## config.mk

```make
export PLATFORM = sky130hd
export DESIGN_NAME = segAddrGen
export DESIGN_NICKNAME = d
export VERILOG_FILES = /design/src/rtl/segPkg.sv /design/src/rtl/segCtrl.sv /design/src/rtl/segDatapath.sv /design/src/rtl/segAddrGen.sv
export SDC_FILE = /design/constraint.sdc
export NUM_CORES = 1
export LEC_CHECK = 0
export BUFFER_PORTS_ARGS = -buffer_cell sky130_fd_sc_hd__clkbuf_2
export CAP_MARGIN = 20
export CORE_MARGIN = 2
export CORE_UTILIZATION = 40
export CTS_CLUSTER_DIAMETER = 40
export DETAILED_ROUTE_END_ITERATION = 8
export SLEW_MARGIN = 20
export SYNTH_ARGS = -nofsm -noshare
export SYNTH_HDL_FRONTEND = slang
export SYNTH_SLANG_ARGS = --single-unit
```

## constraint.sdc

```tcl
create_clock -name clk -period 4.49 [get_ports clk]
set_input_delay 0.2245 -clock clk [delete_from_list [all_inputs] [get_ports clk]]
set_output_delay 0.2245 -clock clk [all_outputs]
set_load 0.02 [all_outputs]
```

## src/rtl/segPkg.sv

```systemverilog
package segPkg;
  localparam int NUM_SEGS = 6;
  localparam int SEL_W    = 3;

  typedef enum logic [SEL_W-1:0] {
    SEG_ES = 3'd0,
    SEG_CS = 3'd1,
    SEG_SS = 3'd2,
    SEG_DS = 3'd3,
    SEG_FS = 3'd4,
    SEG_GS = 3'd5
  } segIdxE;

  typedef enum logic [2:0] {
    ACC_FETCH  = 3'd0,
    ACC_STACK  = 3'd1,
    ACC_BPDATA = 3'd2,
    ACC_STRSRC = 3'd3,
    ACC_STRDST = 3'd4,
    ACC_DATA   = 3'd5
  } accTypeE;

  // strobes from control to datapath
  typedef struct packed {
    logic                load;
    logic                wrapOn;
    logic [SEL_W-1:0]    segSel;
    logic [NUM_SEGS-1:0] wrHot;
  } ctrlStrobeT;
endpackage

```

## src/rtl/segCtrl.sv

```systemverilog
module segCtrl
  import segPkg::*;
(
  input  logic             clk,
  input  logic             rstN,
  input  logic             wrEn,
  input  logic [SEL_W-1:0] wrIdx,
  input  logic             reqValid,
  input  logic [2:0]       accType,
  input  logic             ovrValid,
  input  logic [SEL_W-1:0] ovrSeg,
  input  logic             gateWrap,
  output ctrlStrobeT       strobes
);
  logic                ovrOk;
  logic                mayOverride;
  logic [SEL_W-1:0]    defSeg;
  logic [SEL_W-1:0]    finalSeg;
  logic [NUM_SEGS-1:0] wrHotVec;

  // codes above GS mean "no override"
  assign ovrOk = ovrValid && (ovrSeg < SEL_W'(NUM_SEGS));

  always_comb begin
    case (accType)
      ACC_FETCH:  begin defSeg = SEG_CS; mayOverride = 1'b0; end
      ACC_STACK:  begin defSeg = SEG_SS; mayOverride = 1'b0; end
      ACC_BPDATA: begin defSeg = SEG_SS; mayOverride = 1'b1; end
      ACC_STRSRC: begin defSeg = SEG_DS; mayOverride = 1'b1; end
      ACC_STRDST: begin defSeg = SEG_ES; mayOverride = 1'b0; end
      default:    begin defSeg = SEG_DS; mayOverride = 1'b1; end
    endcase
  end

  assign finalSeg = (mayOverride && ovrOk) ? ovrSeg : defSeg;

  genvar g;
  generate
    for (g = 0; g < NUM_SEGS; g++) begin : gWrDec
      assign wrHotVec[g] = wrEn && (wrIdx == SEL_W'(g));
    end
  endgenerate

  always_comb begin
    strobes.load   = reqValid;
    strobes.wrapOn = gateWrap;
    strobes.segSel = finalSeg;
    strobes.wrHot  = wrHotVec;
  end

  // string destination stays on ES
  a_r5_dst_es: assert property (@(posedge clk) disable iff (!rstN)
    (reqValid && accType == ACC_STRDST) |-> strobes.segSel == SEG_ES);

  // unused override codes fall back to the default for plain data
  a_r8_bad_code: assert property (@(posedge clk) disable iff (!rstN)
    (reqValid && ovrValid && ovrSeg >= 3'd6 && accType == ACC_DATA) |-> strobes.segSel == SEG_DS);

  // at most one base written per cycle
  a_r11_wr_onehot: assert property (@(posedge clk) disable iff (!rstN)
    $onehot0(strobes.wrHot));
endmodule

```

## src/rtl/segDatapath.sv

```systemverilog
module segDatapath
  import segPkg::*;
#(
  parameter int SEG_W    = 16,
  parameter int OFF_W    = 16,
  parameter int SHIFT    = 4,
  parameter logic [SEG_W-1:0] CS_RESET = '1,
  localparam int BASE_W  = SEG_W + SHIFT,
  localparam int ADDR_W  = BASE_W + 1
)(
  input  logic              clk,
  input  logic              rstN,
  input  ctrlStrobeT        strobes,
  input  logic [SEG_W-1:0]  wrData,
  input  logic [OFF_W-1:0]  offset,
  output logic              addrValid,
  output logic [ADDR_W-1:0] physAddr,
  output logic [SEL_W-1:0]  segUsed
);
  logic [SEG_W-1:0]  segRegs [NUM_SEGS];
  logic [SEG_W-1:0]  selBase;
  logic [ADDR_W-1:0] baseExt;
  logic [ADDR_W-1:0] rawSum;
  logic [ADDR_W-1:0] gatedSum;

  always_ff @(posedge clk) begin
    for (int i = 0; i < NUM_SEGS; i++) begin
      if (!rstN)
        segRegs[i] <= (i == int'(SEG_CS)) ? CS_RESET : '0;
      else if (strobes.wrHot[i])
        segRegs[i] <= wrData;
    end
  end

  assign selBase  = segRegs[strobes.segSel];
  assign baseExt  = {1'b0, selBase, {SHIFT{1'b0}}};
  assign rawSum   = baseExt + ADDR_W'(offset);
  assign gatedSum = strobes.wrapOn ? {1'b0, rawSum[BASE_W-1:0]} : rawSum;

  always_ff @(posedge clk) begin
    if (!rstN) begin
      addrValid <= 1'b0;
      physAddr  <= '0;
      segUsed   <= '0;
    end else begin
      addrValid <= strobes.load;
      if (strobes.load) begin
        physAddr <= gatedSum;
        segUsed  <= strobes.segSel;
      end
    end
  end

  // wrapped results never carry into the top bit
  a_r9_wrap_top: assert property (@(posedge clk) disable iff (!rstN)
    (strobes.load && strobes.wrapOn) |=> !physAddr[BASE_W]);

  // a DS write lands on the next edge
  a_r11_ds_write: assert property (@(posedge clk) disable iff (!rstN)
    strobes.wrHot[SEG_DS] |=> segRegs[SEG_DS] == $past(wrData));
endmodule

```

## src/rtl/segAddrGen.sv

```systemverilog
module segAddrGen
  import segPkg::*;
#(
  parameter int SEG_W   = 16,
  parameter int OFF_W   = 16,
  parameter int SHIFT   = 4,
  localparam int ADDR_W = SEG_W + SHIFT + 1
)(
  input  logic              clk,
  input  logic              rstN,
  input  logic              wrEn,
  input  logic [2:0]        wrIdx,
  input  logic [SEG_W-1:0]  wrData,
  input  logic              reqValid,
  input  logic [2:0]        accType,
  input  logic [OFF_W-1:0]  offset,
  input  logic              ovrValid,
  input  logic [2:0]        ovrSeg,
  input  logic              gateWrap,
  output logic              addrValid,
  output logic [ADDR_W-1:0] physAddr,
  output logic [2:0]        segUsed
);
  ctrlStrobeT strobes;

  segCtrl u_ctrl (
    .clk(clk), .rstN(rstN), .wrEn(wrEn), .wrIdx(wrIdx),
    .reqValid(reqValid), .accType(accType), .ovrValid(ovrValid),
    .ovrSeg(ovrSeg), .gateWrap(gateWrap), .strobes(strobes)
  );

  segDatapath #(.SEG_W(SEG_W), .OFF_W(OFF_W), .SHIFT(SHIFT)) u_dp (
    .clk(clk), .rstN(rstN), .strobes(strobes), .wrData(wrData),
    .offset(offset), .addrValid(addrValid), .physAddr(physAddr),
    .segUsed(segUsed)
  );

  // one-cycle answer to every request
  a_r1_valid_follows: assert property (@(posedge clk) disable iff (!rstN)
    reqValid |=> addrValid);

  // fetches report CS
  a_r2_fetch_cs: assert property (@(posedge clk) disable iff (!rstN)
    (reqValid && accType == ACC_FETCH) |=> segUsed == SEG_CS);

  // stack accesses report SS
  a_r3_stack_ss: assert property (@(posedge clk) disable iff (!rstN)
    (reqValid && accType == ACC_STACK) |=> segUsed == SEG_SS);

  // FS/GS only after an override request
  a_r7_fsgs_override: assert property (@(posedge clk) disable iff (!rstN)
    (addrValid && segUsed >= 3'd4) |-> $past(ovrValid));
endmodule

```

==> results_dict.tcl <==
set metrics [dict create \
    status "completed" \
    drive_gt1_share_pct 24.1 \
    synth_commonest_cells "edfxtp_1 (96), and2_1 (81), nor2_1 (80)" \
    n_fill_cell 1281 \
    critPathMaxFanout 16 \
    numCtsBuffers 17 \
    ys_ff_latch 121 \
    finalSetupViolations 0 \
    synth_top_cell_area_share_pct 48.1 \
    cts_resized 0 \
    synthTopCellsByArea "edfxtp_1 (48%), and2_1 (8.5%), dfxtp_1 (8.4%)" \
    slowest_delay_ns 0.51 \
    grt_max_degree 26 \
    yosys_warnings 0 \
    syn2layout_area_growth_pct 20.0 \
    place.gp.congestion 0.835 \
    clock-sinks 121 \
    tightest_slew_ns 1.06 \
    utilization_pct 49.3 \
    dp.cells 771 \
    post_synth.cell_area_avg_um2 11.3 \
    insertedDiodeCount 0 \
    cp_top_family "compound AO/OA/AOI/OAI gates" \
    grt_pass1_wl_um 23400 \
    coreArea_um2 14600 \
    synth_edf_count 96 \
    seq_area_frac_synth_pct 56.5 \
    finalHoldViolations 0 \
    synth_fp_nets 588 \
    fin_worst_skew_ns 0.0106 \
    die_area_um2 16000 \
    synthCells 528 \
    drc 0 \
    p_leak_nw 2.85 \
    slowest_stage "o41ai_2" \
    grt_pass1_vias 4237 \
    hold_buffers 0 \
    crit_path_frequent_cell "a21bo_2" \
    cp-end-kind "flip-flop" \
    routed_via_density 5.31 \
    num_rows 44 \
    num_vias 4257 \
    dr.pass1.iters 5 \
    cellPowerDensity_nw_per_um2 445 \
    cts_tree "built" \
    clkTransAtPathRegs_ns 0.05 \
    synth_flop_cell "edfxtp_1" \
    rsz0062_at_grt "no" \
    root_buffer "clkbuf_16" \
    hp-class "in2reg" \
    cp.arrival_ns 3.99 \
    required_ns 4.80 \
    final_cell_count_no_fill 801 \
    wl_per_cell_um 18.3 \
    wl_met1_um 6480 \
    fin_crit_sh_pct 81.9 \
    clockBufferDepth 2 \
    maxCapViolCount 0 \
    finalCriticalPeriod_ns 3.68 \
    place_hpwl_um 10100 \
    die_y_um 126 \
    yosys.cell_types.count 51 \
    io_pins 72 \
    path_buf_inv 1 \
    synth_most_common_cell "edfxtp_1" \
    htree_levels 4 \
    wl_met3_um 848 \
    nets 666 \
    relSlewSlack_pct 29.1 \
    start_kind "input pin" \
    peakVddDrop_uv 244 \
    postCtsSetupBuffers 0 \
    worst-setup-path-type "in2reg" \
    overflow 0 \
    fp.dieW_um 126 \
    antenna_found_initial 0 \
    drtIter0Drc 401 \
    cp_cell_sequence "clkbuf_2 > a21bo_2 > o22ai_1 > a32oi_2 > nand2_4 > mux4_2 > ha_1 > fa_1 > a211oi_2 > o21ai_1 > and2_1 > a21bo_2 > o41ai_2 > nor3_2 > xnor2_1 > a211oi_1" \
    clock_latency_ns 0.40 \
    portBuffers 71 \
    synth-async-reset-ratio_pct 0 \
    yosysTopAreaCell "edfxtp_1" \
    slew_viol_final 0 \
    p_total_w 0.00320 \
    clock.fmax_mhz 272 \
    timing.hold.ws_ns 0.0648 \
    highest_layer "met4" \
    grt_usage_pct 19.4 \
    wirelength_um 14700 \
    wl_met2_um 7070 \
    tns_ns 0 \
    start_util_pct 41.1 \
    ant_nets 0 \
    synthesis.area_um2 5990 \
]
==> flip-flops by register name, indices dropped and copies added (netlist names) <==
signal,cells
u_dp.segRegs,96
u_dp.physAddr,21
u_dp.addrValid,1
u_dp.segUsed,3
==> where the power goes <==
group          internal (W)  switching, W  total [W]
clock              0.000861      0.000474    0.00134
sequential          0.00130     0.0000310    0.00133
combinational      0.000217      0.000320   0.000537
total               0.00238      0.000826    0.00320
==> logic make-up after synthesis <==
logic type	after synthesis	share of synthesized area, %
fa+ha+maj	13	2.84
flops	121	56.5
xor+xnor	9	1.32
simple gates	266	22.6
compound gates	61	7.12
mux	29	7.56
buf+inv	29	2.09
==> through the flow <==
step | instance area [um2] | setup WS [ns]
floorplan | 5990 | 0.674
global placement | 6590 | 0.576
detailed placement | 6590 | 0.427
CTS | 7170 | 0.845
global route | 7190 | 0.516
finish | 7190 | 0.813
==> routing by layer <==
| layer | vias up | track usage (%) |
|---|---|---|
| met1 | 2042 | 25.9 |
| met5 | - | 0 |
| met3 | 27 | 3.75 |
| met2 | 156 | 31.6 |
| met4 | 0 | 6.92 |
| li1 | 2032 | - |
==> worst paths after layout <==
check	start	endpoint	slack, ns	cells after the start
setup / recovery	ovrValid	u_dp.physAddr[18]	0.81	16
hold / removal	offset[3]	u_dp.physAddr[3]	0.06	3
setup reg to reg	u_dp.segRegs[1][0]	u_dp.physAddr[18]	1.01	13
hold reg to reg	u_dp.physAddr[20]	u_dp.physAddr[20]	0.46	2
==> layout make-up <==
type / instances / area, um2 / share of cell area [%]
inverter: 3 / 11.3 / 0.157
clock buffer: 17 / 425 / 5.92
clock inverter: 13 / 156 / 2.18
sequential: 121 / 3380 / 47.1
timing repair buffer: 85 / 460 / 6.41
multi-input combinational: 378 / 2520 / 35.1
tap: 184 / 230 / 3.20
==> cells in the final DEF (no fill, tap or decap), types with 5 or more instances in the layout <==
cell / synthesis / routed
o21ai_0: 11 / 7
nand2_1: 47 / 47
ha_1: 12 / 12
nor2_1: 80 / 78
and3_1: 6 / 6
nor3_1: 9 / 7
clkbuf_2: 0 / 71
mux2i_1: 14 / 14
or3_1: 16 / 16
edfxtp_1: 96 / 96
dfxtp_1: 25 / 25
nand3_1: 11 / 11
nand2b_1: 5 / 5
a21oi_1: 20 / 20
and2_1: 81 / 81
xnor2_1: 8 / 8
buf_4: 1 / 14
mux4_2: 12 / 12
clkbuf_16: 0 / 17
o21ai_1: 1 / 5
==> worst register-to-register path: cells and delay by family, from the launching register on <==
family / cells / cell delay, ns
AND/OR/NAND/NOR: 4 / 0.46
adder cells (fa/ha/maj): 2 / 0.66
flip-flops: 1 / 0.37
XOR/XNOR: 1 / 0.14
multiplexers: 1 / 0.45
AO/OA/AOI/OAI: 5 / 1.31
Note: power is estimated with default switching activity, not from simulation.
